## src/rtl/shf_pkg.sv

```systemverilog
package shf_pkg;

  typedef enum logic [1:0] {
    SH_LSL = 2'b00,
    SH_LSR = 2'b01,
    SH_ASR = 2'b10,
    SH_ROR = 2'b11
  } shift_kind_e;

  // Class of the effective amount after the zero/large-amount rules
  typedef enum logic [2:0] {
    CL_PASS   = 3'd0,  // data through, carry from c_in
    CL_PART   = 3'd1,  // amount 1 .. WIDTH-1
    CL_FULL   = 3'd2,  // amount exactly WIDTH (or ROR multiple of WIDTH)
    CL_BEYOND = 3'd3,  // amount above WIDTH (LSL/LSR/ASR only)
    CL_EXTEND = 3'd4   // one-bit rotate through carry
  } amt_class_e;

endpackage

```

## src/rtl/shf_amount_decode.sv

```systemverilog
module shf_amount_decode
  import shf_pkg::*;
#(
  parameter int WIDTH     = 32,
  parameter int REG_AMT_W = 8,
  localparam int AMT_W    = $clog2(WIDTH)
) (
  input  logic                 amt_src_reg,
  input  shift_kind_e          kind,
  input  logic [AMT_W-1:0]     imm_amt,
  input  logic [REG_AMT_W-1:0] reg_amt,
  output amt_class_e           cls,
  output logic [AMT_W-1:0]     part_amt
);

  localparam logic [REG_AMT_W-1:0] W_REG = REG_AMT_W'(WIDTH);

  logic [AMT_W-1:0] reg_low;
  assign reg_low = reg_amt[AMT_W-1:0];

  always_comb begin
    cls      = CL_PASS;
    part_amt = '0;
    if (!amt_src_reg) begin
      if (imm_amt == '0) begin
        unique case (kind)
          SH_LSL:         cls = CL_PASS;
          SH_LSR, SH_ASR: cls = CL_FULL;
          default:        cls = CL_EXTEND;
        endcase
      end else begin
        cls      = CL_PART;
        part_amt = imm_amt;
      end
    end else if (reg_amt == '0) begin
      cls = CL_PASS;
    end else if (kind == SH_ROR) begin
      if (reg_low == '0) begin
        cls = CL_FULL;
      end else begin
        cls      = CL_PART;
        part_amt = reg_low;
      end
    end else if (reg_amt < W_REG) begin
      cls      = CL_PART;
      part_amt = reg_low;
    end else if (reg_amt == W_REG) begin
      cls = CL_FULL;
    end else begin
      cls = CL_BEYOND;
    end
  end

endmodule

```

## src/rtl/shf_rotator.sv

```systemverilog
module shf_rotator #(
  parameter int WIDTH  = 32,
  localparam int AMT_W = $clog2(WIDTH)
) (
  input  logic [WIDTH-1:0] din,
  input  logic [AMT_W-1:0] rot_amt,
  output logic [WIDTH-1:0] dout
);

  logic [WIDTH-1:0] stage [0:AMT_W];

  assign stage[0] = din;

  for (genvar s = 0; s < AMT_W; s++) begin : g_stage
    localparam int STEP = 2 ** s;
    always_comb begin
      if (rot_amt[s]) begin
        stage[s+1] = {stage[s][STEP-1:0], stage[s][WIDTH-1:STEP]};
      end else begin
        stage[s+1] = stage[s];
      end
    end
  end

  assign dout = stage[AMT_W];

endmodule

```

## src/rtl/shf_result_mux.sv

```systemverilog
module shf_result_mux
  import shf_pkg::*;
#(
  parameter int WIDTH  = 32,
  localparam int AMT_W = $clog2(WIDTH)
) (
  input  shift_kind_e      kind,
  input  amt_class_e       cls,
  input  logic [AMT_W-1:0] part_amt,
  input  logic [WIDTH-1:0] rm,
  input  logic [WIDTH-1:0] rot,
  input  logic             c_in,
  output logic [WIDTH-1:0] op,
  output logic             carry
);

  localparam logic [WIDTH-1:0] ALL_ONES = {WIDTH{1'b1}};

  logic             sign;
  logic [WIDTH-1:0] keep_low;
  logic [WIDTH-1:0] keep_high;
  logic [WIDTH-1:0] sign_fill;

  assign sign      = rm[WIDTH-1];
  assign keep_low  = ALL_ONES >> part_amt;
  assign keep_high = ALL_ONES << part_amt;
  assign sign_fill = {WIDTH{sign}};

  always_comb begin
    op    = rm;
    carry = c_in;
    unique case (cls)
      CL_PASS: begin
        op    = rm;
        carry = c_in;
      end
      CL_EXTEND: begin
        op    = {c_in, rm[WIDTH-1:1]};
        carry = rm[0];
      end
      CL_FULL: begin
        unique case (kind)
          SH_LSL: begin op = '0;        carry = rm[0]; end
          SH_LSR: begin op = '0;        carry = sign;  end
          SH_ASR: begin op = sign_fill; carry = sign;  end
          default: begin op = rm;       carry = sign;  end
        endcase
      end
      CL_BEYOND: begin
        if (kind == SH_ASR) begin
          op    = sign_fill;
          carry = sign;
        end else begin
          op    = '0;
          carry = 1'b0;
        end
      end
      CL_PART: begin
        unique case (kind)
          SH_LSL: begin op = rot & keep_high; carry = rot[0]; end
          SH_LSR: begin op = rot & keep_low;  carry = rot[WIDTH-1]; end
          SH_ASR: begin
            op    = (rot & keep_low) | (sign_fill & ~keep_low);
            carry = rot[WIDTH-1];
          end
          default: begin op = rot; carry = rot[WIDTH-1]; end
        endcase
      end
      default: begin
        op    = rm;
        carry = c_in;
      end
    endcase
  end

endmodule

```

## src/rtl/barrel_shift_unit.sv

```systemverilog
module barrel_shift_unit
  import shf_pkg::*;
#(
  parameter int WIDTH     = 32,
  parameter int REG_AMT_W = 8,
  localparam int AMT_W    = $clog2(WIDTH)
) (
  input  logic                 clk,
  input  logic                 rst_n,
  input  logic                 step_en,
  input  logic                 amt_src_reg,
  input  logic [1:0]           shift_kind,
  input  logic [AMT_W-1:0]     imm_amt,
  input  logic [REG_AMT_W-1:0] reg_amt,
  input  logic [WIDTH-1:0]     rm,
  input  logic                 c_in,
  output logic [WIDTH-1:0]     op_q,
  output logic                 carry_q
);

  shift_kind_e      kind;
  amt_class_e       cls;
  logic [AMT_W-1:0] part_amt;
  logic [AMT_W-1:0] rot_amt;
  logic [WIDTH-1:0] rot;
  logic [WIDTH-1:0] op_c;
  logic             carry_c;
  logic [WIDTH-1:0] op_d;
  logic             carry_d;

  assign kind = shift_kind_e'(shift_kind);

  shf_amount_decode #(.WIDTH(WIDTH), .REG_AMT_W(REG_AMT_W)) i_decode (
    .amt_src_reg (amt_src_reg),
    .kind        (kind),
    .imm_amt     (imm_amt),
    .reg_amt     (reg_amt),
    .cls         (cls),
    .part_amt    (part_amt)
  );

  // A left shift by n is a right rotate by WIDTH-n followed by a mask
  assign rot_amt = (kind == SH_LSL) ? (AMT_W'(0) - part_amt) : part_amt;

  shf_rotator #(.WIDTH(WIDTH)) i_rotator (
    .din     (rm),
    .rot_amt (rot_amt),
    .dout    (rot)
  );

  shf_result_mux #(.WIDTH(WIDTH)) i_result (
    .kind     (kind),
    .cls      (cls),
    .part_amt (part_amt),
    .rm       (rm),
    .rot      (rot),
    .c_in     (c_in),
    .op       (op_c),
    .carry    (carry_c)
  );

  always_comb begin
    op_d    = op_q;
    carry_d = carry_q;
    if (step_en) begin
      op_d    = op_c;
      carry_d = carry_c;
    end
  end

  always_ff @(posedge clk or negedge rst_n) begin
    if (!rst_n) begin
      op_q    <= '0;
      carry_q <= 1'b0;
    end else begin
      op_q    <= op_d;
      carry_q <= carry_d;
    end
  end

  // no advance, no change
  p_hold_r2: assert property (@(posedge clk) disable iff (!rst_n)
    !step_en |=> ($stable(op_q) && $stable(carry_q)));

  // instruction-field left shift by zero passes data and carry
  p_imm_lsl0_r5: assert property (@(posedge clk) disable iff (!rst_n)
    (step_en && !amt_src_reg && shift_kind == 2'b00 && imm_amt == '0)
    |=> (op_q == $past(rm) && carry_q == $past(c_in)));

  // instruction-field logical right by zero acts as shift by WIDTH
  p_imm_lsr0_r6: assert property (@(posedge clk) disable iff (!rst_n)
    (step_en && !amt_src_reg && shift_kind == 2'b01 && imm_amt == '0)
    |=> (op_q == '0 && carry_q == $past(rm[WIDTH-1])));

  // instruction-field arithmetic right by zero gives a uniform word
  p_imm_asr0_r7: assert property (@(posedge clk) disable iff (!rst_n)
    (step_en && !amt_src_reg && shift_kind == 2'b10 && imm_amt == '0)
    |=> (($countones(op_q) == 0 || $countones(op_q) == WIDTH)
         && op_q[0] == carry_q && carry_q == $past(rm[WIDTH-1])));

  // instruction-field rotate by zero is the extended rotate
  p_imm_rrx_r8: assert property (@(posedge clk) disable iff (!rst_n)
    (step_en && !amt_src_reg && shift_kind == 2'b11 && imm_amt == '0)
    |=> (op_q == {$past(c_in), $past(rm[WIDTH-1:1])} && carry_q == $past(rm[0])));

  // register amount of zero passes data and carry for every kind
  p_reg_zero_r9: assert property (@(posedge clk) disable iff (!rst_n)
    (step_en && amt_src_reg && reg_amt == '0)
    |=> (op_q == $past(rm) && carry_q == $past(c_in)));

  // logical shifts beyond the word give zero and a clear carry
  p_reg_beyond_r10: assert property (@(posedge clk) disable iff (!rst_n)
    (step_en && amt_src_reg && !shift_kind[1] && reg_amt > REG_AMT_W'(WIDTH))
    |=> (op_q == '0 && !carry_q));

  // arithmetic right by WIDTH or more leaves only sign copies
  p_reg_asr_big_r11: assert property (@(posedge clk) disable iff (!rst_n)
    (step_en && amt_src_reg && shift_kind == 2'b10 && reg_amt >= REG_AMT_W'(WIDTH))
    |=> (op_q == {WIDTH{$past(rm[WIDTH-1])}} && carry_q == $past(rm[WIDTH-1])));

endmodule

```

## config.mk

```make
export PLATFORM = sky130hd
export DESIGN_NAME = barrel_shift_unit
export DESIGN_NICKNAME = d
export VERILOG_FILES = /design/src/rtl/shf_pkg.sv /design/src/rtl/shf_amount_decode.sv /design/src/rtl/shf_rotator.sv /design/src/rtl/shf_result_mux.sv /design/src/rtl/barrel_shift_unit.sv
export SDC_FILE = /design/constraint.sdc
export NUM_CORES = 1
export LEC_CHECK = 0
export ABC_CLOCK_PERIOD_IN_PS = 2000
export BUFFER_PORTS_ARGS = -buffer_cell sky130_fd_sc_hd__buf_4
export CORE_MARGIN = 5
export CORE_UTILIZATION = 35
export CTS_CLUSTER_SIZE = 8
export DETAILED_ROUTE_END_ITERATION = 8
export PLACE_DENSITY = 0.59
export SETUP_SLACK_MARGIN = 0.05
export SKIP_CTS_REPAIR_TIMING = 1
export SKIP_LAST_GASP = 1
export SLEW_MARGIN = 10
export SYNTH_ARGS = -nofsm -noshare
export SYNTH_HDL_FRONTEND = slang
export SYNTH_HIERARCHICAL = 1
export SYNTH_SLANG_ARGS = --single-unit
```

## constraint.sdc

```tcl
create_clock -name clk -period 2 [get_ports clk]
set_clock_uncertainty 0.2 [all_clocks]
set_input_delay 0.1 -clock clk [delete_from_list [all_inputs] [get_ports clk]]
set_output_delay 0.1 -clock clk [all_outputs]
set_load 0.1 [all_outputs]
```

==> results of run 1 <==
through the flow:
| stage | std cells | cell area (um^2) | hold WS (ns) |
|---|---|---|---|
| after global placement | 1033 | 7840 | -0.134 |
| after global routing | 1062 | 8550 | 0.0475 |
| final | 1062 | 8550 | 0.0375 |
| after detailed placement | 1033 | 7840 | -0.113 |
| after CTS | 1041 | 8010 | -0.423 |
| after floorplan | 646 | 6110 | -0.396 |
cell usage in the layout, fill, tap and decap left out, types with 11 or more instances in the layout:
| cell type | n |
|---|---|
| a21oi_1 | 15 |
| a31oi_1 | 12 |
| and3_1 | 16 |
| buf_4 | 232 |
| buf_6 | 11 |
| dfrtp_1 | 33 |
| mux2_2 | 31 |
| mux2_4 | 36 |
| mux4_2 | 64 |
| nand2_1 | 70 |
| nor2_1 | 55 |
| o21ai_0 | 49 |
tightest hold or removal path, stage by stage:
cell	delay [ns]
buf_4	0.09
o32a_1	0.16
mux2_4	0.15
metal layers:
layer / vias to the layer above / track usage, % / share of wire [%]
met4: 0 / 9.08 / 4.3
met3: 66 / 5.04 / 9.5
li1: 2911 / - / -
met5: - / 0 / 0
met1: 3338 / 36.8 / 41
met2: 435 / 41.9 / 46
cells by family (layout without fill, tap and decap cells):
group	Yosys count	after routing	synth area share (%)
adders and majority gates	4	4	0.785
buffers and inverters	77	273	7.51
and+or+nand+nor	202	202	16.7
xor gates and xnor gates	3	3	0.764
AOI/OAI and AO/OA	187	187	21.1
DFF	33	33	14.0
muxes	140	140	39.1
where the power goes:
part           switching, mW  leakage, nW  internal, mW
sequential             0.129        0.414         0.870
combinational           3.31         3.00          2.11
clock                  0.365       0.0800         0.591
total                   3.80         3.49          3.57
state kept, by name (all words and copies together), names as in the netlist:
register / flops
op_q: 32
carry_q: 1
path summary, 6_finish.rpt:
check / from / to / slack, ns
max: shift_kind[0] / op_q[27]$_DFFE_PN0P_ / -2.10
min: c_in / carry_q$_DFFE_PN0P_ / 0.04
max reg2reg: op_q[0]$_DFFE_PN0P_ / op_q[0]$_DFFE_PN0P_ / 0.99
min reg2reg: op_q[11]$_DFFE_PN0P_ / op_q[11]$_DFFE_PN0P_ / 0.31
max in group asynchronous: rst_n / op_q[10]$_DFFE_PN0P_ / 1.17
min in group asynchronous: rst_n / op_q[0]$_DFFE_PN0P_ / 0.10
final cells by class:
class / instances / area, um^2
multi-input combinational: 536 / 5090
tap: 220 / 275
fill: 1521 / 7980
clock inverter: 3 / 46.3
clock buffer: 5 / 125
inverter: 7 / 30.0
timing repair buffer: 258 / 2160
sequential: 33 / 826
==> impl_results.md, run 1 <==
- Outcome: finished, violations left
- Violated checks: setup timing
- Worst VDD drop: 0.000954 V
- Max FO, Critical Path: 6
- Syn Inst Count: 646
- Die Wd: 140 um
- Post-DR vias/cell: 6.36
- Cell variety after synth: 75
- Setup ws final: -2.10 ns
- CTS H-Tree Depth: 2
- RSZ-0062 raised after global routing: yes
- CTS tree: yes
- Total negative setup slack: -61.80 ns
- Setup WS pre-CTS: -2.42 ns
- Net Count, Synth: 700
- Number of max-cap violations: 0
- Syn Std Cell Area: 5890 um^2
- Vias: 6750
- Util after Layout: 51.7%
- Yosys top cell by area: mux4_2
- Crit path arrival time: 4.07 ns
- DR pass1 iterations: 5
- CP peak stage delay: 0.53 ns
- Largest cells by area after synthesis: mux4_2 24%, dfrtp_1 14%, mux2_2 13%, o21ai_0 4.7%, nand2_1 4.5%
- Starting density of the core: 35.7%
- Chip height: 140 um
- Static Leak: 3.49 nW
- Clock sink count: 33
- Synthesis Warnings: 6
- Fmax: 0.244 GHz
- CTS Buf Count: 5
- # rows: 47
- Slew Limit Headroom: 56.5%
- Number of flops mapped to enable cells by yosys: 0
- Seq/Total Area, Yosys: 14.0%
- Async SR Flop Fraction: 100%
- Number of port buffers: 84
- Top cells by count, synth: 70 x nand2_1, 67 x mux2_2, 64 x mux4_2
- Final Max Tran Viols: 0
- Total power: 7.38 mW
- Critical-path cell list: buf_4, ha_4, nor2_4, buf_6, o2bb2ai_4, or4b_1, o211ai_1, buf_4, buf_6, buf_4, buf_4, mux4_2, mux4_2, mux2_4, a21boi_0, a221oi_1, buf_4, o22ai_2, mux2_2
- Setup Crit Path Kind: input port to flip-flop
- Syn-to-layout area delta: 45.0%
- Most common flop cell mapped by yosys: dfrtp_1
- DRC: 0
- Wirelength, routed: 27400 um
- Post-DP HPWL: 20900 um
- Pwr/cell area: 863 nW/um^2
- Core Region: 16500 um^2
- Largest delay contributor family on the critical path: multiplexers
- CP Buf/Inv Count: 7
- Clock buffer depth: 2
- Final nets: 895
- Initial antenna violation count: 0
- Critical path depth in cells: 19
- WP data required: 1.98 ns
- Final hold violations: 0
- CP startpoint kind: input port
- Crit end category: flip-flop
- Share of layout cells above drive strength 1: 53.4%
- CP max-delay cell: mux4_2
- Slew @ Worst Pin: 0.650 ns
- Number of global-route vias before repair: 6494
- Syn Area/Cell: 9.12 um^2
- Finish-stage setup viols: 33
- Total Routing Usage GR: 26.6%
- Largest net degree at the start of global routing: 50
- Diode count: 0
- I/O pin total: 85
- Yosys top cell area share: 24.5%
- Global route overflow: 0
- Root Driver: clkbuf_16
- Hold Crit Class: input port to flip-flop
- R2R depth: 1
- Die area: 19500 um^2
- Global-route wire length before repair: 40200 um
- Cell with the most instances after synthesis: nand2_1
- DRT antenna net count: 0
- Drt initial violations: 593
- Tcrit/Tclk final: 205%
- Post-synthesis register bit count: 33
- Most common cell on crit path: buf_4
- Worst-Skew Late Latency: 0.29 ns
- Global placer's final weighted congestion: 0.957
- Worst-path clk slew: 0.07 ns
- WL/cell: 25.8 um
- Hold path depth: 3
- Minimum clock period: 4.10 ns
(Power assumes the default switching activity.)
==> inputs of run 2 (changes only) <==
--- a/config.mk
+++ b/config.mk
@@ -5,13 +5,13 @@
 export SDC_FILE = /design/constraint.sdc
 export NUM_CORES = 1
 export LEC_CHECK = 0
-export ABC_CLOCK_PERIOD_IN_PS = 2000
-export BUFFER_PORTS_ARGS = -buffer_cell sky130_fd_sc_hd__buf_4
+export ABC_CLOCK_PERIOD_IN_PS = 4100
 export CORE_MARGIN = 5
 export CORE_UTILIZATION = 35
 export CTS_CLUSTER_SIZE = 8
 export DETAILED_ROUTE_END_ITERATION = 8
-export PLACE_DENSITY = 0.59
+export DONT_BUFFER_PORTS = 1
+export PLACE_DENSITY = 0.55
 export SETUP_SLACK_MARGIN = 0.05
 export SKIP_CTS_REPAIR_TIMING = 1
 export SKIP_LAST_GASP = 1
==> constraint.sdc (replaced) <==
create_clock -name clk -period 4.1 [get_ports clk]
set_clock_uncertainty 0.2 [all_clocks]
set_input_delay 0.205 -clock clk [delete_from_list [all_inputs] [get_ports clk]]
set_output_delay 0.205 -clock clk [all_outputs]
set_load 0.1 [all_outputs]
==> impl_results.md, run 2 (synthesis results as in run 1) <==
- Outcome: finished, violations left
- Violated checks: setup timing
- Critical-path cell list: ha_4, nor2_4, o2bb2ai_4, or4b_1, o211ai_1, clkbuf_16, buf_12, mux4_2, mux4_2, mux2_4, a22o_1, a22oi_2, o22ai_2, mux2_4
- Static Leak: 2.41 nW
- Most common cell after layout, fill and taps aside: nand2_1
- Setup slack, reg-to-reg: 2.57 ns
- Vias: 5901
- # rows: 47
- Clock buffer depth: 2
- Worst-Skew Late Latency: 0.27 ns
- Global placer's final weighted congestion: 1.02
- Worst-path clk slew: 0.05 ns
- Number of max-cap violations: 0
- Biggest registers after layout: op_q (32), carry_q (1)
- Crit path arrival time: 4.07 ns
- Crit end category: flip-flop
- I/O pin total: 85
- CP Buf/Inv Count: 2
- Layout Cells excl Fill: 869
- Fmax: 0.243 GHz
- Final hold violations: 0
- Setup ws final: -0.0200 ns
- R2R depth: 1
- Util after Layout: 40.8%
- Wirelength, routed: 23100 um
- Critical Path Start: shift_kind[0]
- Pwr/cell area: 443 nW/um^2
- Critical path depth in cells: 14
- WL/cell: 26.6 um
- Final Max Tran Viols: 0
- Worst r2r src: op_q[12]$_DFFE_PN0P_
- Final nets: 703
- Max reg flops: 32
- Number of port buffers: 0
- Largest net degree at the start of global routing: 51
- Die Wd: 140 um
- Total Routing Usage GR: 22.3%
- CP startpoint kind: input port
- Setup Crit Path Kind: input port to flip-flop
- Chip height: 140 um
- Post-DR vias/cell: 6.79
- RSZ-0062 raised after global routing: yes
- Max FO, Critical Path: 50
- Diode count: 0
- Largest Register: op_q
- Die area: 19500 um^2
- Hold Crit Class: input port to flip-flop
- Tcrit/Tclk final: 100%
- Critical path endpoint: op_q[16]$_DFFE_PN0P_
- Clock sink count: 33
- Total power: 2.99 mW
- Root Driver: clkbuf_16
- Minimum clock period: 4.12 ns
- Initial antenna violation count: 0
- DRT antenna net count: 0
- Largest delay contributor family on the critical path: multiplexers
- Syn-to-layout area delta: 14.5%
- Core Region: 16500 um^2
- Starting density of the core: 35.7%
- Worst R2R End: op_q[12]$_DFFE_PN0P_
- CTS tree: yes
- Cell total after placement: 850
- CTS Buf Count: 5
- Global route overflow: 0
- Finish-stage setup viols: 1
- Slew @ Worst Pin: 1.17 ns
- Number of global-route vias before repair: 5511
- Share of layout cells above drive strength 1: 36.7%
- Global-route wire length before repair: 34600 um
- DR pass1 iterations: 5
- Worst VDD drop: 0.000510 V
- CP max-delay cell: mux4_2
- CTS H-Tree Depth: 2
- DRC: 0
- Drt initial violations: 929
- Hold slack: 0.0106 ns
- Total negative setup slack: -0.0200 ns
- Commonest non-fill, non-tap cells in the layout: 70 x nand2_1, 64 x mux4_2, 55 x buf_4, 54 x nor2_1, 54 x mux2_2
- WP data required: 4.05 ns
- CP peak stage delay: 0.53 ns
- Post-DP HPWL: 17400 um
- Slew Limit Headroom: 21.9%
==> run 2: cell types whose count changed in the layout (fill, tap and decap cells not counted), moves of 3 or more <==
cell     before  now
mux2_2       31   54
mux2i_1       5    8
buf_6        11    1
o21ai_2       5    1
mux2_4       36   13
buf_4       232   55
a21oi_1      15   18
buf_8         3    0
o21ai_0      49   53
==> run 2: worst min-delay path by stage <==
stage               start                   end  slack [ns]  depth (start not counted)
global placement    rst_n  op_q[12]$_DFFE_PN0P_       -0.29                          0
detailed placement  rst_n   op_q[9]$_DFFE_PN0P_       -0.29                          0
global route         c_in   carry_q$_DFFE_PN0P_        0.02                          2
floorplan           rst_n   carry_q$_DFFE_PN0P_       -0.29                          0
finish               c_in   carry_q$_DFFE_PN0P_        0.01                          2
CTS                 rst_n  op_q[18]$_DFFE_PN0P_       -0.58                          0
==> run 2: final cells by class <==
cell class | instances | area, um^2
Clock buffer | 7 | 143
Timing Repair Buffer | 66 | 624
Fill cell | 1596 | 9780
Sequential cell | 33 | 826
Inverter | 7 | 30.0
Tap cell | 220 | 275
Multi-Input combinational cell | 536 | 4850
==> run 2: report_power, final <==
group | total, mW | switching (mW) | internal [mW]
combinational | 1.40 | 0.668 | 0.727
sequential | 1.23 | 0.826 | 0.407
clock | 0.358 | 0.120 | 0.237
total | 2.99 | 1.61 | 1.37
==> run 2: stage by stage <==
| stage | setup WS [ns] | instance area (um^2) |
|---|---|---|
| 3_5_place_dp | -0.311 | 6360 |
| 5_1_grt | -0.0737 | 6750 |
| 3_3_place_gp | -0.275 | 6360 |
| 6_report | -0.0200 | 6750 |
| 4_1_cts | -0.0519 | 6500 |
| 2_1_floorplan | 0.0210 | 6030 |
==> run 2: per-layer routing <==
metal / part of all wire, % / global-route usage (%) / wire length [um] / vias up
li1: - / - / - / 2529
met1: 38 / 29.9 / 8850 / 2901
met2: 45 / 34.9 / 10400 / 390
met3: 11 / 5.76 / 2540 / 81
met4: 5.5 / 8.21 / 1280 / 0
met5: 0 / 0 / 0 / -
==> inputs of run 3 (changes only) <==
==> constraint.sdc (replaced) <==
create_clock -name clk -period 4.1 [get_ports clk]
set_clock_uncertainty 0.2 [all_clocks]
set_input_delay 0.82 -clock clk [delete_from_list [all_inputs] [get_ports clk]]
set_output_delay 0.82 -clock clk [all_outputs]
set_load 0.1 [all_outputs]
==> impl_results.md, run 3 (synthesis results as in run 1) <==
- Die Wd: 140 um
- Root Driver: clkbuf_16
- Outcome: finished, violations left
- Share of layout cells above drive strength 1: 39.8%
- Util after Layout: 42.6%
- WP data required: 4.06 ns
- DRC: 0
- Finish-stage setup viols: 33
- DR pass1 iterations: 6
- Clock sink count: 33
- CTS H-Tree Depth: 2
- Global route overflow: 0
- Max reg flops: 32
- Worst-path clk slew: 0.06 ns
- Total Routing Usage GR: 24.1%
- # rows: 47
- Final hold violations: 0
- Crit end category: flip-flop
- Max FO, Critical Path: 38
- Final Max Tran Viols: 0
- Largest delay contributor family on the critical path: multiplexers
- Number of global-route vias before repair: 5613
- CTS Buf Count: 5
- Critical-path cell list: ha_4, nor2_4, o2bb2ai_4, or3_1, o211ai_1, buf_4, buf_8, mux4_2, mux4_2, mux2_4, a32oi_1, o211ai_1, o21a_1, mux2_2
- Worst-Skew Late Latency: 0.27 ns
- Post-DP HPWL: 18300 um
- Most common cell after layout, fill and taps aside: nand2_1
- Post-DR vias/cell: 7.03
- Clock buffer depth: 2
- Initial antenna violation count: 0
- Fmax: 0.214 GHz
- Violated checks: setup timing
- Chip height: 140 um
- Slew @ Worst Pin: 1.02 ns
- Largest net degree at the start of global routing: 51
- Global placer's final weighted congestion: 0.989
- Multi-input logic area: 5040 um^2
- Largest Register: op_q
- Core Region: 16500 um^2
- Static Leak: 2.58 nW
- Setup Crit Path Kind: input port to flip-flop
- Diode count: 0
- Number of port buffers: 0
- CP startpoint kind: input port
- Biggest registers after layout: op_q (32), carry_q (1)
- Total power: 3.17 mW
- Drt initial violations: 962
- Tcrit/Tclk final: 114%
- Global-route wire length before repair: 36900 um
- Minimum clock period: 4.67 ns
- Fillers: 1572
- Number of max-cap violations: 0
- CP Buf/Inv Count: 2
- Starting density of the core: 35.7%
- Pwr/cell area: 450 nW/um^2
- CP max-delay cell: mux4_2
- WL/cell: 28.5 um
- DRT antenna net count: 0
- CTS tree: yes
- Setup ws final: -0.565 ns
- Crit path arrival time: 4.63 ns
- Worst VDD drop: 0.000444 V
- Commonest non-fill, non-tap cells in the layout: 68 x nand2_1, 65 x mux4_2, 55 x nor2_1, 54 x buf_4, 49 x o21ai_0
- CP peak stage delay: 0.56 ns
- Register area: 826 um^2
- Hold Crit Class: input port to asynchronous set/reset pin
- Die area: 19500 um^2
- Slew Limit Headroom: 31.9%
- Syn-to-layout area delta: 19.4%
- RSZ-0062 raised after global routing: yes
- Vias: 6155
- Final nets: 709
- Wirelength, routed: 24900 um
- I/O pin total: 85
run 3: changes by cell type in the layout (fill, tap and decap cells not counted), sizes merged:
| cell | delta |
|---|---|
| buf | +7 |
| bufinv | +1 |
| dlygate4sd3 | -1 |
run 3: final timing paths:
| path | from | to | slack (ns) | depth (start not counted) |
|---|---|---|---|---|
| setup reg to reg | op_q[25]$_DFFE_PN0P_ | op_q[25]$_DFFE_PN0P_ | 2.55 | 1 |
| max in group asynchronous | rst_n | op_q[14]$_DFFE_PN0P_ | 3.58 | 0 |
| setup / recovery | shift_kind[1] | op_q[0]$_DFFE_PN0P_ | -0.57 | 14 |
| hold / removal | rst_n | op_q[25]$_DFFE_PN0P_ | 0.02 | 0 |
| min in group clk | step_en | op_q[28]$_DFFE_PN0P_ | 0.50 | 1 |
| hold reg to reg | op_q[19]$_DFFE_PN0P_ | op_q[19]$_DFFE_PN0P_ | 1.01 | 1 |
run 3: area by class of cell:
class                      count  share of cell area (%)
multi-input combinational    536                    71.6
sequential                    33                    11.7
timing repair buffer          72                    9.83
tap                          220                    3.91
clock buffer                   7                    2.03
clock inverter                 1                   0.427
inverter                       7                   0.427
run 3: power breakdown:
group	total, mW	switching (mW)	internal [mW]
Combinational	1.49	0.684	0.806
Clock	0.451	0.148	0.304
Sequential	1.23	0.824	0.406
run 3: through the flow:
stage | TNS [ns] | instances | area, um^2 | hold WS [ns] | setup slack, ns
6_report | -12.91 | 876 | 7040 | 0.0235 | -0.565
5_1_grt | -14.78 | 876 | 7040 | 0.0186 | -0.620
4_1_cts | -10.28 | 864 | 6680 | 0.0219 | -0.507
3_5_place_dp | -19.65 | 856 | 6510 | 0.325 | -0.794
3_3_place_gp | -17.66 | 856 | 6510 | 0.325 | -0.714
2_1_floorplan | -9.00 | 646 | 6110 | 0.324 | -0.594
run 3: per-layer routing:
layer  global-route usage (%)  up-vias  part of all wire (%)  routed length [um]
li1                         -     2540                     -                   -
met1                     33.4     3026                    38                9470
met2                     37.1      524                    45               11300
met3                     7.27       65                    14                3400
met4                     5.97        0                   3.2                 801
met5                        0        -                     0                   0
